File: src/rtl/resv_pkg.sv
package resv_pkg;
  typedef enum logic [1:0] {
    OP_IDLE  = 2'd0,
    OP_LRSV  = 2'd1,
    OP_SCOND = 2'd2
  } op_e;

  typedef enum logic [1:0] {
    SC_NORSV  = 2'd0,
    SC_MATCH  = 2'd1,
    SC_SAMEPG = 2'd2,
    SC_MISS   = 2'd3
  } sc_cls_e;
endpackage

File: src/rtl/resv_ea_calc.sv
module resv_ea_calc #(
  parameter int XLEN = 64
) (
  input  logic            ra_zero_i,
  input  logic [XLEN-1:0] ra_val_i,
  input  logic [XLEN-1:0] rb_val_i,
  output logic [XLEN-1:0] ea_o
);
  logic [XLEN-1:0] base;
  always_comb begin
    base = ra_zero_i ? '0 : ra_val_i;
    ea_o = base + rb_val_i;
  end
endmodule

File: src/rtl/resv_store.sv
module resv_store #(
  parameter int XLEN  = 64,
  parameter int LEN_W = 4
) (
  input  logic             clk,
  input  logic             rst,
  input  logic             clear_i,
  input  logic             set_i,
  input  logic [XLEN-1:0]  set_addr_i,
  input  logic [LEN_W-1:0] set_len_i,
  input  logic             drop_i,
  output logic             valid_o,
  output logic [XLEN-1:0]  addr_o,
  output logic [LEN_W-1:0] len_o
);
  always_ff @(posedge clk) begin
    if (rst) begin
      valid_o <= 1'b0;
      addr_o  <= '0;
      len_o   <= '0;
    end else if (clear_i) begin
      valid_o <= 1'b0;
    end else if (set_i) begin
      valid_o <= 1'b1;
      addr_o  <= set_addr_i;
      len_o   <= set_len_i;
    end else if (drop_i) begin
      valid_o <= 1'b0;
    end
  end

  // a load that is not killed installs a word-length reservation
  a_r3_set_installs: assert property (@(posedge clk) disable iff (rst)
    (set_i && !clear_i) |=> (valid_o && addr_o == $past(set_addr_i) && len_o == $past(set_len_i)));
  // a store always leaves the reservation invalid
  a_r8_drop_invalidates: assert property (@(posedge clk) disable iff (rst)
    drop_i |=> !valid_o);
  // an external clear invalidates the reservation
  a_r9_clear_invalidates: assert property (@(posedge clk) disable iff (rst)
    clear_i |=> !valid_o);
endmodule

File: src/rtl/resv_judge.sv
module resv_judge
  import resv_pkg::*;
#(
  parameter int XLEN       = 64,
  parameter int LEN_W      = 4,
  parameter int WORD_BYTES = 4,
  parameter int PAGE_BYTES = 4096
) (
  input  logic             rsv_valid_i,
  input  logic [XLEN-1:0]  rsv_addr_i,
  input  logic [LEN_W-1:0] rsv_len_i,
  input  logic [XLEN-1:0]  real_addr_i,
  output sc_cls_e          cls_o
);
  localparam int PAGE_SHIFT = $clog2(PAGE_BYTES);
  localparam logic [LEN_W-1:0] WORD_LEN = LEN_W'(WORD_BYTES);

  logic exact_hit;
  logic same_page;

  always_comb begin
    exact_hit = (rsv_len_i == WORD_LEN) && (rsv_addr_i == real_addr_i);
    same_page = (rsv_addr_i[XLEN-1:PAGE_SHIFT] == real_addr_i[XLEN-1:PAGE_SHIFT]);
    if (!rsv_valid_i)    cls_o = SC_NORSV;
    else if (exact_hit)  cls_o = SC_MATCH;
    else if (same_page)  cls_o = SC_SAMEPG;
    else                 cls_o = SC_MISS;
  end
endmodule

File: src/rtl/resv_monitor.sv
module resv_monitor
  import resv_pkg::*;
#(
  parameter int XLEN       = 64,
  parameter int WORD_BYTES = 4,
  parameter int PAGE_BYTES = 4096
) (
  input  logic                    clk,
  input  logic                    rst,
  input  logic                    rsv_kill_i,
  input  logic                    req_valid_i,
  input  logic [1:0]              req_op_i,
  input  logic                    ra_zero_i,
  input  logic [XLEN-1:0]         ra_val_i,
  input  logic [XLEN-1:0]         rb_val_i,
  input  logic [8*WORD_BYTES-1:0] st_word_i,
  input  logic [8*WORD_BYTES-1:0] ld_word_i,
  input  logic [XLEN-1:0]         real_addr_i,
  input  logic                    so_i,
  output logic [WORD_BYTES-1:0]   mem_we_o,
  output logic [XLEN-1:0]         mem_addr_o,
  output logic [8*WORD_BYTES-1:0] mem_wdata_o,
  output logic                    cr0_valid_o,
  output logic [3:0]              cr0_o,
  output logic                    sc_impl_def_o,
  output logic                    ld_valid_o,
  output logic [XLEN-1:0]         ld_result_o
);
  localparam int LEN_W = 4;
  localparam logic [LEN_W-1:0] WORD_LEN = LEN_W'(WORD_BYTES);

  logic             is_lr, is_sc;
  logic [XLEN-1:0]  ea;
  logic             rsv_valid;
  logic [XLEN-1:0]  rsv_addr;
  logic [LEN_W-1:0] rsv_len;
  sc_cls_e          cls;
  logic             performed;

  always_comb begin
    is_lr     = req_valid_i && (op_e'(req_op_i) == OP_LRSV);
    is_sc     = req_valid_i && (op_e'(req_op_i) == OP_SCOND);
    performed = is_sc && (cls == SC_MATCH);
  end

  resv_ea_calc #(.XLEN(XLEN)) i_ea (
    .ra_zero_i (ra_zero_i),
    .ra_val_i  (ra_val_i),
    .rb_val_i  (rb_val_i),
    .ea_o      (ea)
  );

  resv_store #(.XLEN(XLEN), .LEN_W(LEN_W)) i_store (
    .clk        (clk),
    .rst        (rst),
    .clear_i    (rsv_kill_i),
    .set_i      (is_lr),
    .set_addr_i (ea),
    .set_len_i  (WORD_LEN),
    .drop_i     (is_sc),
    .valid_o    (rsv_valid),
    .addr_o     (rsv_addr),
    .len_o      (rsv_len)
  );

  resv_judge #(
    .XLEN(XLEN), .LEN_W(LEN_W), .WORD_BYTES(WORD_BYTES), .PAGE_BYTES(PAGE_BYTES)
  ) i_judge (
    .rsv_valid_i (rsv_valid),
    .rsv_addr_i  (rsv_addr),
    .rsv_len_i   (rsv_len),
    .real_addr_i (real_addr_i),
    .cls_o       (cls)
  );

  always_ff @(posedge clk) begin
    if (rst) begin
      mem_we_o      <= '0;
      mem_addr_o    <= '0;
      mem_wdata_o   <= '0;
      cr0_valid_o   <= 1'b0;
      cr0_o         <= '0;
      sc_impl_def_o <= 1'b0;
      ld_valid_o    <= 1'b0;
      ld_result_o   <= '0;
    end else begin
      mem_we_o      <= performed ? '1 : '0;
      cr0_valid_o   <= is_sc;
      sc_impl_def_o <= is_sc && (cls == SC_SAMEPG);
      ld_valid_o    <= is_lr;
      if (is_sc) begin
        mem_addr_o  <= ea;
        mem_wdata_o <= st_word_i;
        cr0_o       <= {2'b00, performed, so_i};
      end
      if (is_lr) begin
        ld_result_o <= XLEN'(ld_word_i);
      end
    end
  end

  // a write strobe only accompanies a reported success
  a_r4_we_with_success: assert property (@(posedge clk) disable iff (rst)
    (mem_we_o != '0) |-> (cr0_valid_o && cr0_o[1]));
  // the strobe never lasts two cycles
  a_r11_we_single_cycle: assert property (@(posedge clk) disable iff (rst)
    (mem_we_o != '0) |=> (mem_we_o == '0));
  // condition field shape
  a_r7_cr0_shape: assert property (@(posedge clk) disable iff (rst)
    (is_sc && !$past(rst)) |=> (cr0_valid_o && cr0_o[3:2] == 2'b00 && cr0_o[0] == $past(so_i)));
  // a same-page mismatch never stores
  a_r5_impl_def_no_store: assert property (@(posedge clk) disable iff (rst)
    sc_impl_def_o |-> (cr0_valid_o && !cr0_o[1] && mem_we_o == '0));
  // the load result upper half is zero
  a_r2_ld_zero_ext: assert property (@(posedge clk) disable iff (rst)
    ld_valid_o |-> (ld_result_o[XLEN-1:8*WORD_BYTES] == '0));
  // without a reservation a store cannot succeed
  a_r6_no_rsv_no_store: assert property (@(posedge clk) disable iff (rst)
    (is_sc && !rsv_valid) |=> (mem_we_o == '0));
endmodule

File: config.mk
export PLATFORM = sky130hd
export DESIGN_NAME = resv_monitor
export DESIGN_NICKNAME = d
export VERILOG_FILES = /design/src/rtl/resv_pkg.sv /design/src/rtl/resv_ea_calc.sv /design/src/rtl/resv_store.sv /design/src/rtl/resv_judge.sv /design/src/rtl/resv_monitor.sv
export SDC_FILE = /design/constraint.sdc
export NUM_CORES = 1
export LEC_CHECK = 0
export ABC_AREA = 1
export BUFFER_PORTS_ARGS = -buffer_cell sky130_fd_sc_hd__clkbuf_2
export CORE_UTILIZATION = 41
export CTS_CLUSTER_DIAMETER = 120
export DETAILED_ROUTE_END_ITERATION = 10
export PLACE_DENSITY = 0.68
export SLEW_MARGIN = 20
export SYNTH_ARGS = -nofsm -noshare
export SYNTH_HDL_FRONTEND = slang
export SYNTH_SLANG_ARGS = --single-unit
File: constraint.sdc
create_clock -name clk -period 2.4 [get_ports clk]
set_input_delay 0.24 -clock clk [delete_from_list [all_inputs] [get_ports clk]]
set_output_delay 0.24 -clock clk [all_outputs]
set_load 0.005 [all_outputs]
# Yosys cells after proc, flatten, opt, wreduce, memory -nomap -nowiden

Cells that the tools add are included.

Add/subtract/negate cells: 1
Equal/unequal tests: 6
Muxes and demuxes: 7
Bitwise gates (word level): 1
Reduce and logical (&&, ||, !) cells: 8

Operators by type and width:

| kind               | number |
|---|---|
| $add 64x64->64     | 1 |
| $eq 64x64->1       | 1 |
| $mux 64            | 1 |
| $eq 52x52->1       | 1 |
| $logic_and 1x1->1  | 5 |
| $eq 2x1->1 const B | 2 |
| $eq 2x2->1 const B | 2 |
| $mux 2             | 2 |
| $mux 4             | 1 |
| $mux 1             | 3 |
| $reduce_and 2->1   | 1 |
| $reduce_bool 2->1  | 1 |
| $reduce_or 2->1    | 1 |
| $not 1->1          | 1 |

Bits in registers: 203
Input bits: 264
Output and inout port bits: 171
Logic and storage cells: 34

# Logic depth before layout (Yosys ltp)

Depth in word-level cells: 7
Depth in mapped cells: 20
Depth with buffers taken out: 19

# Hierarchy

Synthesis repeated with hierarchy kept, for this count alone.

Cells, all modules: 2840
Area total of the unflattened synthesis: 15778.9 um^2

Modules (own cells, without submodules):

| module       | times used | cells an instance | area each (um^2) | seq. area each (um^2) |
|---|---|---|---|---|
| resv_ea_calc | 1          | 1419              | 6522.5           | 0.0 |
| resv_monitor | 1          | 683               | 5067.4           | 2682.6 |
| resv_store   | 1          | 446               | 2922.8           | 1381.3 |
| resv_judge   | 1          | 292               | 1266.2           | 0.0 |

# Worst setup path before layout

Ideal clock, no wire load.

Kind: input port to flip-flop
Start: input ra_zero_i
End: register mem_addr_o[32]
Library setup time: 109 ps
Data arrival time: 2177 ps
Data required time: 2291 ps
Slack: 114 ps
Cell stages on the path: 14
Buffers on the path: 2
Cells stage by stage: clkbuf_1 > buf_1 > nor2_1 > ha_1 > nand2_1 > nor2_1 > nand2_1 > nor2_1 > a21boi_0 > nor2_1 > nand2_1 > nand3_1 > nand2_1 > inv_1

Word-level cells in the longest chain between the ends: 2

Ends and longest elaborated chain:

| element              | RTL line           | source |
|---|---|---|
| from (decl)          | resv_monitor.sv:13 | `input logic ra_zero_i,` |
| $mux 64              | resv_ea_calc.sv:11 | `base = ra_zero_i ? '0 : ra_val_i;` |
| $add 64x64->64       | resv_ea_calc.sv:12 | `ea_o = base + rb_val_i;` |
| to (signal assigned) | resv_monitor.sv:79 | `mem_addr_o <= '0;` |
| to (signal assigned) | resv_monitor.sv:92 | `mem_addr_o <= ea;` |
| to (decl)            | resv_monitor.sv:21 | `output logic [XLEN-1:0] mem_addr_o,` |

No other way between the ends.
A chain may end at the register's enable or synchronous reset.

# Worst setup path in the final report

Start: input ra_zero_i
End: register mem_addr_o[58]

The elaborated chain is that of the path after synthesis.

==> impl_metrics.ini <==
[outcome]
status = completed

[die]
core_area_um2 = 35500
die_w_um = 192
die_h_um = 192
rows = 69
ios = 435
dieArea_um2 = 36700
start_util_pct = 41.6

[cells_and_area]
antenna_cells = 0
drive_above_1_share_pct = 21.3
syn2layout_area_growth_pct = 30.4
nets = 3478
multiInputGateArea_um2 = 8280
fillers = 3816
final_cells = 3623
seqCellArea_um2 = 4000

[sta]
hold_viol_final = 0
setup_violations = 0
holdWs_ps = 20.1
worst_slack_ps = 110
fin_skew_ps = 7.67
max_freq_mhz = 437
period_minus_slack_ps = 2290
tightestPinTransition_ps = 967
slew_headroom_pct = 35.6
post-route-period-util_pct = 95.4
slew_violations = 0

[clock_tree]
post_cts_buffers = 0
cts_made_buffers = 17
cts_buffer_depth = 2
cts_tree = done
cts_root_buf = clkbuf_16
cts.sinks = 200
hold_buffers = 0
clkTransAtPathRegs_ps = 80
cts.htree.levels = 4
clk_latency_ps = 440

[worst_setup_path]
cp_data_required_time_ps = 2740
path_class = in -> reg
start_kind = primary input
critical_path.max_fanout = 26
crit_path_end_kind = flop
worstPathArrival_ps = 2630
setup.worst_path.start = ra_zero_i
reg2reg_to = cr0_o[1]$_SDFFE_PP0P_
rrSetupSlack_ps = 600
rr_startpoint = i_store.addr_o[33]$_SDFFE_PP0P_
reg2reg_depth = 10
critical_path.endpoint = mem_addr_o[58]$_SDFFE_PP0P_

[yosys]
synth_warnings = 0
synthArstFlopShare_pct = 0
ys_ff_latch = 200
synthesis.area_um2 = 14700
syn_area_per_cell_um2 = 5.69
synth_cell_type_count = 42
synth_ff_type = dfxtp_1
synth_edf_count = 0
ys_top_cells_by_area = dfxtp_1 (27%), nand2_1 (17%), inv_1 (14%)
synth_largest_area_cell = dfxtp_1
synth_top_area_share_pct = 27.1
syn_inst = 2592
ys_seq_area_share_pct = 27.1

[hold_path]
hp-class = in -> reg
hp-start = ld_word_i[25]

[placed_design]
port_buffers = 400
gp_congestion = 0.977
pre_cts_ws_ps = -478
dp.final_hpwl_um = 47300
dp.cells = 3592

[detailed_routing]
firstDrtPassIters = 7
drc_errors = 0
first_iter_violations = 1233
totalWireLength_um = 56800
final_antenna_net_count = 0
vias = 17000
post_drt_wl_per_cell_um = 15.7
viasPerCell = 4.69

[global_route]
antenna_found_initial = 0
grt_first_pass_wirelength_um = 84900
grtUsageTotal_pct = 30.3
grt_overflow = 0
grt_pass1_vias = 15600
grt_max_degree = 134

[power_and_ir_drop]
leakage_nw = 11.8
ir_drop_v = 0.000648
p_per_area_nw_per_um2 = 491

[run]
maxCapViolCount = 0
-- placed cells by master, fill, tap and decap left out, types with 9 or more instances in the layout --
cell type  count
a21oi_1       70
buf_4        204
clkbuf_16     17
clkbuf_2     399
conb_1        34
dfxtp_1      200
ha_1          63
inv_1        545
nand2_1      683
nand3_1      131
nand4_1       22
nor2_1       496
nor3_1        11
o211ai_1       9
o21ai_0      126
xnor2_1       30
xor2_1        27
-- worst min path at each step --
stage | end | slack [ps] | cells after the start
global route | ld_result_o[25]$_SDFFE_PP0P_ | 8 | 3
floorplan | i_store.valid_o$_SDFFE_PP0P_ | 320 | 1
finish | ld_result_o[25]$_SDFFE_PP0P_ | 20 | 3
CTS | ld_result_o[25]$_SDFFE_PP0P_ | 8 | 3
detailed placement | i_store.len_o[2]$_SDFFE_PP0P_ | 470 | 2
global placement | i_store.len_o[2]$_SDFFE_PP0P_ | 460 | 2
-- worst max-delay path: stages --
cell      delay (ps)
clkbuf_2         100
buf_12           140
buf_12           160
buf_4            170
nor2_1            50
ha_1             370
nand2_1          100
buf_4            140
inv_1            100
nand2_2          140
nor3_4           160
nand2_1          130
nand2_1          120
a21oi_1           60
nand3_1          150
nand3_1          130
nand2_1           90
inv_1             40
-- layer usage --
metal,up-vias,global-route usage [%],part of all wire (%)
met3,63,3.05,5.2
met5,-,0,0
met1,7583,38.0,43
li1,8813,-,-
met2,516,54.7,49
met4,0,8.49,2.8
-- flip-flops by register name, summed over array words and instances (netlist names) --
name,count
sc_impl_def_o,1
ld_result_o,32
ld_valid_o,1
mem_we_o,1
mem_addr_o,64
i_store.len_o,1
mem_wdata_o,32
cr0_o,2
i_store.addr_o,64
i_store.valid_o,1
cr0_valid_o,1
-- report_power, final --
| group | total [mW] | leakage (nW) | internal (mW) | switching [mW] |
|---|---|---|---|---|
| sequential | 3.57 | 1.63 | 3.47 | 0.0964 |
| clock | 3.08 | 0.289 | 1.67 | 1.41 |
| combinational | 2.80 | 9.86 | 1.16 | 1.64 |
| total | 9.45 | 11.8 | 6.30 | 3.15 |
-- synth_stat cells (2+ instances only) --
cell,number
a211oi_1,3
a21o_1,2
a21oi_1,71
a22o_1,2
and2_1,2
buf_1,12
buf_2,11
buf_4,37
buf_6,3
clkbuf_1,42
dfxtp_1,200
ha_1,63
inv_1,546
inv_2,3
nand2_1,687
nand2_2,3
nand3_1,133
nand3b_1,2
nand4_1,22
nor2_1,497
nor2_2,2
nor2_4,3
nor3_1,12
nor3_2,5
nor4_1,4
o2111ai_1,3
o211ai_1,9
o21ai_0,126
o21ai_1,8
o21bai_1,3
o22ai_1,8
or2_2,2
xnor2_1,31
xor2_1,27
-- layout make-up --
class / instances / share of cell area (%)
Multi-Input combinational cell: 1771 / 43.1
Inverter: 549 / 10.7
Clock inverter: 14 / 1.01
Sequential cell: 200 / 20.8
Clock buffer: 17 / 2.21
Tap cell: 461 / 3.00
Timing Repair Buffer: 611 / 19.2
-- metrics by stage --
| stage | utilization [%] | area, um^2 | total power [mW] | setup TNS (ps) |
|---|---|---|---|---|
| final | 54.2 | 19200 | 9.45 | 0 |
| after global routing | 54.2 | 19200 | 9.92 | -13.6 |
| after CTS | 54.1 | 19200 | 9.46 | 0 |
| after detailed placement | 52.3 | 18600 | 6.41 | -16500 |
| after global placement | 52.3 | 18600 | 6.39 | -15620 |
| after floorplan | - | 14900 | 5.04 | 0 |
-- what timing repair did --
| action | CTS | global route |
|---|---|---|
| resized for setup | 2 | 10 |
| pin swaps | 0 | 0 |
| setup endpoints to repair | 3 | 13 |
-- cell families after synthesis --
family / after synthesis / synth area share [%]
and+or+nand+nor: 1378 / 37.5
buffers and inverters: 654 / 17.8
AOI/OAI and AO/OA: 237 / 8.57
DFF: 200 / 27.1
adders and majority gates: 64 / 5.48
xor gates and xnor gates: 58 / 3.44
other: 1 / 0.0254
(Power assumes the default switching activity.)
